===== config.mk =====
export PLATFORM = sky130hd
export DESIGN_NAME = kguard_top
export DESIGN_NICKNAME = d
export VERILOG_FILES = /design/src/rtl/kguard_pkg.sv /design/src/rtl/kguard_decode.sv /design/src/rtl/kguard_ctrl.sv /design/src/rtl/kguard_top.sv
export SDC_FILE = /design/constraint.sdc
export NUM_CORES = 1
export LEC_CHECK = 0
export BUFFER_PORTS_ARGS = -buffer_cell sky130_fd_sc_hd__buf_2
export CAP_MARGIN = 10
export CELL_PAD_IN_SITES_DETAIL_PLACEMENT = 0
export CELL_PAD_IN_SITES_GLOBAL_PLACEMENT = 1
export CORE_AREA = 4 4 81 83
export DETAILED_ROUTE_END_ITERATION = 8
export DIE_AREA = 0 0 85 87
export PLACE_DENSITY = 0.77
export SETUP_SLACK_MARGIN = 0.05
export SLEW_MARGIN = 20
export SYNTH_ARGS = -nofsm -noshare
export SYNTH_HDL_FRONTEND = slang
export SYNTH_SLANG_ARGS = --single-unit

===== constraint.sdc =====
create_clock -name clk -period 2.22 [get_ports clk]
set_input_delay 0.333 -clock clk [delete_from_list [all_inputs] [get_ports clk]]
set_output_delay 0.333 -clock clk [all_outputs]
set_load 0.01 [all_outputs]

===== src/rtl/kguard_pkg.sv =====
package kguard_pkg;

    localparam int ADDR_W = 14;
    localparam int OVL_W  = 16;

    // kernel program space: upper half of the program page with overlays C..F
    localparam logic [ADDR_W-1:0] KPROG_LO   = ADDR_W'('h2000);
    localparam logic [OVL_W-1:0]  KOVL_LO    = OVL_W'('h000C);
    localparam logic [OVL_W-1:0]  KOVL_HI    = OVL_W'('h000F);
    // the single legal way in
    localparam logic [ADDR_W-1:0] ENTRY_ADDR = ADDR_W'('h2000);
    localparam logic [OVL_W-1:0]  ENTRY_OVL  = OVL_W'('h000F);
    // protected data window
    localparam logic [ADDR_W-1:0] KDATA_END  = ADDR_W'('h1800);
    localparam logic [OVL_W-1:0]  KDATA_OVL  = OVL_W'('h000F);

    typedef enum logic {
        PRIV_USER = 1'b0,
        PRIV_KERN = 1'b1
    } priv_e;

    typedef struct packed {
        logic [ADDR_W-1:0] addr;
        logic [OVL_W-1:0]  ovl;
    } kpoint_t;

    typedef struct packed {
        logic entry;     // fetch hits the entry point
        logic kspace;    // fetch lies in kernel program space
        logic pm_bad;    // fetch is forbidden to user code
        logic dm_bad;    // data access is forbidden to user code
        logic vec_user;  // interrupt vector lies outside kernel space
    } kclass_t;

    // the top of the window is the top of the address range, so only the
    // lower bound needs a compare
    function automatic logic in_kprog(input logic [ADDR_W-1:0] a,
                                      input logic [OVL_W-1:0]  o);
        return (a >= KPROG_LO) && (o >= KOVL_LO) && (o <= KOVL_HI);
    endfunction

endpackage


===== src/rtl/kguard_decode.sv =====
module kguard_decode
    import kguard_pkg::*;
(
    input  logic [ADDR_W-1:0] f_addr,
    input  logic [OVL_W-1:0]  f_ovl,
    input  logic [ADDR_W-1:0] d_addr,
    input  logic [OVL_W-1:0]  d_ovl,
    input  logic [ADDR_W-1:0] v_addr,
    output kclass_t           cls
);

    always_comb begin
        cls.kspace   = in_kprog(f_addr, f_ovl);
        cls.entry    = (f_addr == ENTRY_ADDR) && (f_ovl == ENTRY_OVL);
        cls.pm_bad   = cls.kspace && !cls.entry;
        cls.dm_bad   = (d_addr < KDATA_END) && (d_ovl == KDATA_OVL);
        // a vector is fetched under the overlay currently in force
        cls.vec_user = !in_kprog(v_addr, f_ovl);
    end

endmodule


===== src/rtl/kguard_ctrl.sv =====
module kguard_ctrl
    import kguard_pkg::*;
(
    input  logic    clk,
    input  logic    rst,
    input  kclass_t cls,
    input  kpoint_t here,
    input  logic    fetch_valid,
    input  logic    dm_valid,
    input  logic    irq_take,
    input  logic    rti,
    input  logic    sens_phase,
    output priv_e   priv_q,
    output logic    nest_q,
    output logic    viol_q,
    output logic    irq_block
);

    kpoint_t save_q, save_d;
    priv_e   priv_d;
    logic    nest_d;
    logic    viol;
    logic    irq_go;

    always_comb begin
        irq_block = (priv_q == PRIV_KERN) && sens_phase;
        irq_go    = irq_take && !irq_block;
        priv_d    = priv_q;
        nest_d    = nest_q;
        save_d    = save_q;
        viol      = 1'b0;

        if (irq_go) begin
            if (priv_q == PRIV_KERN) begin
                if (nest_q) begin
                    if (cls.vec_user) viol = 1'b1;
                end else begin
                    save_d = here;
                    nest_d = 1'b1;
                    if (cls.vec_user) priv_d = PRIV_USER;
                end
            end
        end else if (fetch_valid) begin
            if (priv_q == PRIV_USER) begin
                if (rti && nest_q) begin
                    if (here == save_q) begin
                        priv_d = PRIV_KERN;
                        nest_d = 1'b0;
                    end else begin
                        viol = 1'b1;
                    end
                end else if (cls.entry) begin
                    priv_d = PRIV_KERN;
                end else if (cls.pm_bad) begin
                    viol = 1'b1;
                end
            end else begin
                if (cls.entry && nest_q) begin
                    viol = 1'b1;
                end else if (!cls.kspace) begin
                    priv_d = PRIV_USER;
                end
            end
        end

        if (dm_valid && (priv_q == PRIV_USER) && cls.dm_bad) viol = 1'b1;

        if (viol) begin
            priv_d = PRIV_USER;
            nest_d = 1'b0;
            save_d = '0;
        end
    end

    always_ff @(posedge clk) begin
        if (rst) begin
            priv_q <= PRIV_USER;
            nest_q <= 1'b0;
            save_q <= '0;
            viol_q <= 1'b0;
        end else begin
            priv_q <= priv_d;
            nest_q <= nest_d;
            save_q <= save_d;
            viol_q <= viol;
        end
    end

endmodule


===== src/rtl/kguard_top.sv =====
module kguard_top
    import kguard_pkg::*;
(
    input  logic              clk,
    input  logic              rst,
    input  logic              fetch_valid,
    input  logic [ADDR_W-1:0] fetch_addr,
    input  logic [OVL_W-1:0]  pm_ovl,
    input  logic              dm_valid,
    input  logic [ADDR_W-1:0] dm_addr,
    input  logic [OVL_W-1:0]  dm_ovl,
    input  logic              irq_take,
    input  logic [ADDR_W-1:0] irq_vec,
    input  logic              rti,
    input  logic              sens_phase,
    output logic              priv,
    output logic              nest,
    output logic              irq_block,
    output logic              chip_rst,
    output logic              wipe_req
);

    kclass_t cls;
    kpoint_t here;
    priv_e   priv_q;
    logic    viol_q;

    assign here = '{addr: fetch_addr, ovl: pm_ovl};

    kguard_decode u_dec (
        .f_addr (fetch_addr),
        .f_ovl  (pm_ovl),
        .d_addr (dm_addr),
        .d_ovl  (dm_ovl),
        .v_addr (irq_vec),
        .cls    (cls)
    );

    kguard_ctrl u_ctl (
        .clk         (clk),
        .rst         (rst),
        .cls         (cls),
        .here        (here),
        .fetch_valid (fetch_valid),
        .dm_valid    (dm_valid),
        .irq_take    (irq_take),
        .rti         (rti),
        .sens_phase  (sens_phase),
        .priv_q      (priv_q),
        .nest_q      (nest),
        .viol_q      (viol_q),
        .irq_block   (irq_block)
    );

    assign priv     = (priv_q == PRIV_KERN);
    assign chip_rst = viol_q;
    assign wipe_req = viol_q;

endmodule


Yosys cells after proc, flatten, opt, wreduce, memory -nomap -nowiden
Index checks and enable logic that the tools add are counted.
{"block": "totals", "reg_bits": 33, "in_bits": 81, "out_inout_bits": 5}
{"block": "op_classes", "order_cmp": 5, "n_eq_ne": 6, "mux": 29, "bitwise": 2, "n_reduce_logical": 21}
{"op": "$eq A16 B4 Y1 const B", "n": 2}
{"op": "$eq A30 B30 Y1", "n": 1}
{"op": "$mux W1", "n": 29}
{"op": "$ge A14 B14 Y1 const B", "n": 2}
{"op": "$ge A16 B4 Y1 const B", "n": 1}
{"op": "$le A16 B4 Y1 const B", "n": 1}
{"op": "$eq A14 B14 Y1 const B", "n": 1}
{"op": "$lt A14 B13 Y1 const B", "n": 1}
{"op": "$logic_and A1 B1 Y1", "n": 13}
{"op": "$reduce_bool A2 Y1", "n": 3}
{"op": "$reduce_and A5 Y1", "n": 1}
{"op": "$reduce_and A3 Y1", "n": 1}
{"op": "$logic_not A1 Y1", "n": 2}
{"op": "$ne A2 B1 Y1 const B", "n": 1}
{"op": "$ne A2 B2 Y1 const B", "n": 1}
{"op": "$not A1 Y1", "n": 2}
{"op": "$reduce_or A2 Y1", "n": 1}

Logic depth before layout (Yosys ltp)
Gate-level depths: netlist of run 1.
{"block": "logic_depth", "word_depth": 12, "mapped_depth": 8, "mapped_depth_nobuf": 6}

Modules after synthesis
From an unflattened synthesis of run 1, not the netlist that was laid out.
{"block": "unflattened", "hier_cells": 193, "hier_area_um2": 2031.9}
{"module": "kguard_ctrl", "n_inst": 1, "cells_per_inst": 170, "area_per_inst_um2": 1828.0, "seq_area_each_um2": 660.6}
{"module": "kguard_decode", "n_inst": 1, "cells_per_inst": 22, "area_per_inst_um2": 196.4, "seq_area_each_um2": 0.0}
{"module": "kguard_top", "n_inst": 1, "cells_per_inst": 1, "area_per_inst_um2": 7.5, "seq_area_each_um2": 0.0}

Least setup slack after synthesis of run 1
Ideal clock, no wire load.
{"block": "synth_timing", "path_kind": "flip-flop to flip-flop", "start": "register u_ctl.nest_q", "end": "register u_ctl.priv_q", "setup_time_ns": 0.066, "arrival_ns": 1.646, "t_required_ns": 2.154, "path_slack_ns": 0.508, "path_stages_with_launch": 9, "n_path_buf": 2, "synth_period_minus_slack_ns": 1.712, "path_cell_list": "dfxtp_1 buf_4 nand2_1 nor4_1 nand2_1 o41ai_4 o21ai_4 buf_6 a21oi_2"}
{"block": "synth_between", "elab_chain_len": 7}
{"item": "start, declared", "line_no": "kguard_ctrl.sv:14", "rtl": "output logic nest_q,"}
{"item": "start signal, assigned", "line_no": "kguard_ctrl.sv:83", "rtl": "nest_q <= nest_d;"}
{"item": "$logic_and A1 B1 Y1, on equally long branches", "line_no": "kguard_ctrl.sv:45, kguard_ctrl.sv:58"}
{"item": "$mux W1, on equally long branches", "line_no": "kguard_ctrl.sv:45, kguard_ctrl.sv:58"}
{"item": "$mux W1", "line_no": "kguard_ctrl.sv:44", "rtl": "if (priv_q == PRIV_USER) begin"}
{"item": "$mux W1", "line_no": "kguard_ctrl.sv:43", "rtl": "end else if (fetch_valid) begin"}
{"item": "$mux W1", "line_no": "kguard_ctrl.sv:33", "rtl": "if (irq_go) begin"}
{"item": "$mux W1", "line_no": "kguard_ctrl.sv:66", "rtl": "if (dm_valid && (priv_q == PRIV_USER) && cls.dm_bad) viol = 1'b1;"}
{"item": "$reduce_or A2 Y1 (no source line)"}
{"item": "end signal, assigned", "line_no": "kguard_ctrl.sv:82", "rtl": "priv_q <= priv_d;"}
{"item": "end, declared", "line_no": "kguard_ctrl.sv:13", "rtl": "output priv_e priv_q,"}
Parallel ways exist; a longest one is shown, timed or not. The select of a mux whose other input is x is not followed.
A chain may end at the register's enable or synchronous reset.

Worst setup path in the final report of run 1
{"block": "layout_timing", "start": "register u_ctl.save_q[28] (netlist name)", "end": "register u_ctl.save_q[15] (netlist name)"}
{"block": "layout_between", "elab_chain_len": 8}
{"item": "start, declared", "line_no": "kguard_ctrl.sv:19", "rtl": "kpoint_t save_q, save_d;"}
{"item": "start signal, assigned", "line_no": "kguard_ctrl.sv:84", "rtl": "save_q <= save_d;"}
{"item": "$eq A30 B30 Y1", "line_no": "kguard_ctrl.sv:46", "rtl": "if (here == save_q) begin"}
{"item": "$mux W1", "line_no": "kguard_ctrl.sv:46"}
{"item": "$mux W1", "line_no": "kguard_ctrl.sv:45", "rtl": "if (rti && nest_q) begin"}
{"item": "$mux W1", "line_no": "kguard_ctrl.sv:44"}
{"item": "$mux W1", "line_no": "kguard_ctrl.sv:43"}
{"item": "$mux W1", "line_no": "kguard_ctrl.sv:33"}
{"item": "$mux W1", "line_no": "kguard_ctrl.sv:66"}
{"item": "$reduce_or A2 Y1 (no source line)"}
Every way passes these cells.

==> results of run 1 <==
metal layers:
metal | share of wire [%] | vias to the layer above
met5 | 0 | -
met4 | 1.8 | 0
met3 | 6.9 | 8
met2 | 46 | 51
met1 | 45 | 795
li1 | - | 901
critical path, stage by stage, from the launching register on:
cell and delay, ns:
dfxtp_1 0.32, xor2_1 0.17, nor4_2 0.31, nand2_1 0.16, o41ai_4 0.44, o21ai_4 0.13
buf_4 0.22, a21oi_2 0.11
per-stage QoR:
step                worst slack, ns  area [um2]  util [%]  cells
finish                       0.2831        2396     40.95    364
global route                 0.1638        2396     40.95    364
CTS                          0.2718        2396     40.95    364
detailed placement          0.04453        2316     39.59    356
global placement            0.04421        2316     39.59    356
floorplan                    0.5079        1946         -    227
cell families after synthesis:
kind of cell,count (synthesis),share of synthesized area (%)
AOI/OAI and AO/OA,45,20.00
xor gates and xnor gates,30,13.50
buffers and inverters,14,4.437
and+or+nand+nor,104,27.59
muxes,1,0.5145
DFF,33,33.95
layout make-up:
type	count	area [um2]
clock buffer	8	80.08
fill	605	3455
inverter	2	7.507
multi-input combinational	180	1199
sequential	33	660.6
tap	75	93.84
timing repair buffer	66	355.3
state kept, by name, summed over array words and instances, names as in the netlist:
signal / count
u_ctl.save_q: 30
u_ctl.nest_q: 1
u_ctl.priv_q: 1
u_ctl.viol_q: 1
power breakdown:
group / switching, W / internal (W)
Combinational: 0.0000759 / 0.0000640
Sequential: 0.0000000000544 / 0.000592
Clock: 0.000214 / 0.000223
Total: 0.000290 / 0.000879
layout by cell type (no fill, tap or decap):
cell type  count
buf_4          4
and2b_2        1
o21ai_0        3
nor3_2         1
xor2_1        30
and4_2         2
clkbuf_8       5
dfxtp_1       33
nor4_2         3
and3_2         1
and4bb_2       1
a21oi_1        4
or4bb_1        1
nand2_1       65
nor2_1         3
o21a_1         2
a211oi_1       2
o21ai_4        1
nor4b_2        1
a32oi_1        1
nand4_1        4
nor3_1         4
and4b_1        1
mux2i_1        1
a21oi_2       31
o41ai_4        1
nand3_1        1
nor4_1        10
or2_2          2
clkbuf_1       3
buf_2         61
buf_12         1
and4_4         1
nor2b_1        2
inv_1          2
worst max-delay path by stage:
stage,from,slack [ns],to,cells past startpoint
2_1_floorplan,u_ctl.nest_q,0.51,u_ctl.priv_q,8
3_3_place_gp,pm_ovl[7],0.04,u_ctl.save_q[10],8
3_5_place_dp,pm_ovl[7],0.04,u_ctl.save_q[29],8
4_1_cts,u_ctl.save_q[28],0.27,u_ctl.save_q[15],7
5_1_grt,u_ctl.save_q[28],0.16,u_ctl.save_q[15],7
6_report,u_ctl.save_q[28],0.28,u_ctl.save_q[15],7
==> impl_metrics.json, run 1 <==
{
  "fin_nets": 369,
  "rsz0062_at_grt": "false",
  "wl_per_cell_um": 13.82,
  "ir_worst_vdd_mv": 0.2424,
  "synth_nets": 308,
  "core_um2": 5851,
  "worstHoldEndpoint": "u_ctl.viol_q",
  "routabilityCongestion": 0.7544,
  "worstMarginPinSlew_ns": 0.6012,
  "cts.sinks": 33,
  "routed_wl_mm": 5.032,
  "slew_headroom_pct": 59.92,
  "post_drt_via_cell_ratio": 4.821,
  "power.leakage_nw": 0.9480,
  "max_freq_mhz": 516.3,
  "synth.area.top_cells": "dfxtp_1, a21oi_2, xor2_1, nand2_1, nor4_1",
  "syn2layout_area_growth_pct": 23.15,
  "power_density_nw_per_um2": 487.8,
  "finalSetupViolCount": 0,
  "drt_iter0_drc": 87,
  "finalHoldViolCount": 0,
  "async_flop_share_pct": 0,
  "clock_skew_ns": 0.008422,
  "gr-usage-met3_pct": 4.068,
  "clk_latency_ns": 0.29,
  "initial_core_util_pct": 33.25,
  "die_w_um": 85,
  "netlist_instances": 227,
  "whs_path_depth": 2,
  "cp_max_fo": 12,
  "postCtsHoldBufs": 0,
  "hpwl_mm": 3.862,
  "min_from": "rst",
  "timing.rr.end": "u_ctl.save_q[15]",
  "ys.flop_type": "dfxtp_1",
  "grt_max_degree": 31,
  "fp-row-count": 28,
  "fin_crit_sh_pct": 87.25,
  "synth_edf_count": 0,
  "drtAntennaViolNets": 0,
  "clk_pin_slew_worst_paths_ns": 0.07,
  "io-pin-count": 86,
  "grt_pass1_vias": 1725,
  "power_w": 0.001169,
  "yosys_warnings": 0,
  "path_class": "reg -> reg",
  "ys_ff_latch": 33,
  "route.detailed.drc": 0,
  "grt.met1_usage_pct": 15.83,
  "grt.overflow.total": 0,
  "synth_top_area_cell": "dfxtp_1",
  "yosysMostFrequentCell": "nand2_1",
  "clockBufferDepth": 2,
  "hold_ws_ns": 0.2249,
  "post_cts_buffers": 0,
  "port_buffers": 61,
  "synth_cell_types": 33,
  "finalSetupTns_ns": 0,
  "num_vias": 1755,
  "clock-root-buffer": "clkbuf_8",
  "post-route-min-period_ns": 1.937,
  "cp-end-kind": "flop",
  "r2r_setup_slack_ns": 0.28,
  "top_usage_layer": "met2",
  "use_met2_pct": 23.38,
  "drt_pass1_iterations": 4,
  "reg2regPathDepth": 7,
  "cts_tree": "built",
  "cts_buffers": 5,
  "synth_area_um2": 1946,
  "grt_pass1_wl_mm": 7.955,
  "seq_area_frac_synth_pct": 33.95,
  "die_height_um": 87,
  "outcome": "complete, no violations",
  "antenna_found_initial": 0,
  "min_path_type": "in -> reg",
  "n_antenna_cell": 0,
  "maxCapViolations": 0,
  "critPathArrivalTime_ns": 2.16,
  "netlist_top_cells_count": "nand2_1, dfxtp_1, a21oi_2, xor2_1, nor4_1",
  "dieArea_um2": 7395,
  "r2r-start": "u_ctl.save_q[28]",
  "slew_viol_final": 0,
  "critical_path_required_ns": 2.44,
  "grt_usage_pct": 13.51,
  "synth_top_area_share_pct": 33.95,
  "htree_levels": 2,
  "cts_resized": 0,
  "syn_area_per_cell_um2": 8.571,
  "startpoint_type": "flop",
  "drive_above_1_share_pct": 40.48
}
(Power assumes the default switching activity.)
==> inputs of run 2 (changes only) <==
--- a/config.mk
+++ b/config.mk
@@ -7,12 +7,10 @@
 export LEC_CHECK = 0
 export BUFFER_PORTS_ARGS = -buffer_cell sky130_fd_sc_hd__buf_2
 export CAP_MARGIN = 10
-export CELL_PAD_IN_SITES_DETAIL_PLACEMENT = 0
-export CELL_PAD_IN_SITES_GLOBAL_PLACEMENT = 1
-export CORE_AREA = 4 4 81 83
+export CORE_AREA = 4 4 70 72
 export DETAILED_ROUTE_END_ITERATION = 8
-export DIE_AREA = 0 0 85 87
-export PLACE_DENSITY = 0.77
+export DIE_AREA = 0 0 74 76
+export PLACE_DENSITY = 0.75
 export SETUP_SLACK_MARGIN = 0.05
 export SLEW_MARGIN = 20
 export SYNTH_ARGS = -nofsm -noshare
==> run 2 against run 1 <==
Net effect:
- design area decreased by 0.89%
- non-clock buffer count down 1
- via count increased by 1.3%
- power barely moved
==> impl_metrics.json, run 2 (synthesized netlist as in run 1, its figures left out) <==
{
  "outcome": "complete, no violations",
  "path_class": "reg -> reg",
  "post-route-min-period_ns": 1.909,
  "die_height_um": 76,
  "largest_reg_flops": 30,
  "num_vias": 1778,
  "grt_max_degree": 31,
  "grt_pass1_vias": 1667,
  "dieArea_um2": 5624,
  "worstHoldEndpoint": "u_ctl.viol_q",
  "cp_slowest_cell": "o41ai_4",
  "syn2layout_area_growth_pct": 22.06,
  "drtAntennaViolNets": 0,
  "io-pin-count": 86,
  "top_usage_layer": "met2",
  "use_met2_pct": 27.04,
  "antenna_found_initial": 0,
  "r2r_setup_slack_ns": 0.31,
  "drive_above_1_share_pct": 40.97,
  "fill_cells": 399,
  "cts_tree": "built",
  "grt.met1_usage_pct": 22.27,
  "mostFrequentLayoutCell": "nand2_1",
  "hpwl_mm": 3.557,
  "die_w_um": 74,
  "clock-root-buffer": "clkbuf_8",
  "clock_skew_ns": 0.003267,
  "fin_nets": 368,
  "critPathArrivalTime_ns": 2.13,
  "slew_viol_final": 0,
  "postCtsHoldBufs": 0,
  "ir_worst_vdd_mv": 0.4068,
  "clockBufferDepth": 2,
  "core_um2": 4294,
  "cp_slowest_stage_delay_ns": 0.44,
  "post_drt_via_cell_ratio": 5.229,
  "gr-usage-met3_pct": 4.354,
  "cp-end-kind": "flop",
  "critical_path_required_ns": 2.44,
  "cts_buffers": 5,
  "startpoint_type": "flop",
  "layout_setup_ws_ns": 0.3106,
  "fin_crit_sh_pct": 86.01,
  "htree_levels": 2,
  "grt.overflow.total": 0,
  "finalSetupTns_ns": 0,
  "whs_path_depth": 2,
  "min_from": "rst",
  "slew_headroom_pct": 61.82,
  "final_core_util_pct": 55.30,
  "finalHoldViolCount": 0,
  "finalSetupViolCount": 0,
  "route.detailed.drc": 0,
  "post_cts_buffers": 0,
  "drt_pass1_iterations": 4,
  "wl_per_cell_um": 13.64,
  "power_w": 0.001170,
  "cp_max_fo": 16,
  "timing.rr.end": "u_ctl.save_q[17]",
  "final_cell_mix": "nand2_1, buf_2, dfxtp_1",
  "n_antenna_cell": 0,
  "worstMarginPinSlew_ns": 0.5727,
  "ff_latch_area_um2": 660.6,
  "reg2regPathDepth": 7,
  "maxCapViolations": 0,
  "path_cells": "xor2_1 -> nor4_2 -> nand2_1 -> o41ai_4 -> o21ai_4 -> buf_12 -> a21oi_1",
  "port_buffers": 61,
  "routabilityCongestion": 0.8052,
  "clk_pin_slew_worst_paths_ns": 0.07,
  "power_density_nw_per_um2": 492.6,
  "grt_usage_pct": 17.11,
  "multi_input_area_um2": 1199,
  "routed_wl_mm": 4.639,
  "top_register": "u_ctl.save_q",
  "initial_core_util_pct": 45.31,
  "grt_pass1_wl_mm": 7.521,
  "power.leakage_nw": 0.9526,
  "max_freq_mhz": 523.7,
  "cts.sinks": 33,
  "fp-row-count": 24,
  "drt_iter0_drc": 85,
  "cts_resized": 0,
  "pre_cts_ws_ns": 0.1336,
  "clk_latency_ns": 0.29,
  "min_path_type": "in -> reg",
  "rsz0062_at_grt": "false",
  "r2r-start": "u_ctl.save_q[11]"
}
[run 2: cell count changes in the layout (fill, tap and decap cells not counted), sizes merged]
cell    before  now
buf         66   65
clkbuf       8    6
clkinv       0    2
[run 2: worst max-delay path by stage]
stage	from	to	slack [ns]	cells past startpoint
after floorplan	u_ctl.nest_q	u_ctl.priv_q	0.51	8
final	u_ctl.save_q[11]	u_ctl.save_q[17]	0.31	7
after global placement	pm_ovl[4]	u_ctl.save_q[17]	0.17	8
after detailed placement	pm_ovl[4]	u_ctl.save_q[17]	0.13	8
after global routing	u_ctl.save_q[5]	u_ctl.save_q[6]	0.18	7
after CTS	u_ctl.save_q[11]	u_ctl.save_q[17]	0.31	7
[run 2: report_power, final]
part	switching [W]	leakage (nW)	internal [W]	total [W]
combinational	0.0000759	0.642	0.0000664	0.000142
sequential	0.0000000000514	0.266	0.000592	0.000592
clock	0.000219	0.0450	0.000217	0.000436
[run 2: layout make-up]
type | count | area share (%)
timing repair buffer | 65 | 15.17
sequential | 33 | 27.82
tap | 52 | 2.740
clock inverter | 2 | 0.4215
inverter | 2 | 0.3161
clock buffer | 6 | 3.056
multi-input combinational | 180 | 50.47
[run 2: critical path: cells and delay by family (launching register included)]
family | cells | cell delay (ns)
AND/OR/NAND/NOR | 2 | 0.48
XOR/XNOR | 1 | 0.16
flip-flops | 1 | 0.32
AO/OA/AOI/OAI | 3 | 0.69
buffers and inverters | 1 | 0.18
[run 2: routing by layer]
metal	wire, um	share of wire, %
met1	2075	45
met2	2087	45
met3	411	8.9
met4	65	1.4
met5	0	0
[run 2: per-stage QoR]
stage	std cells	cell area (um2)	hold WS, ns
detailed placement	332	2292	0.4624
global route	340	2375	0.2286
global placement	332	2292	0.4541
floorplan	227	1946	0.4046
CTS	340	2375	0.2222
finish	340	2375	0.2232
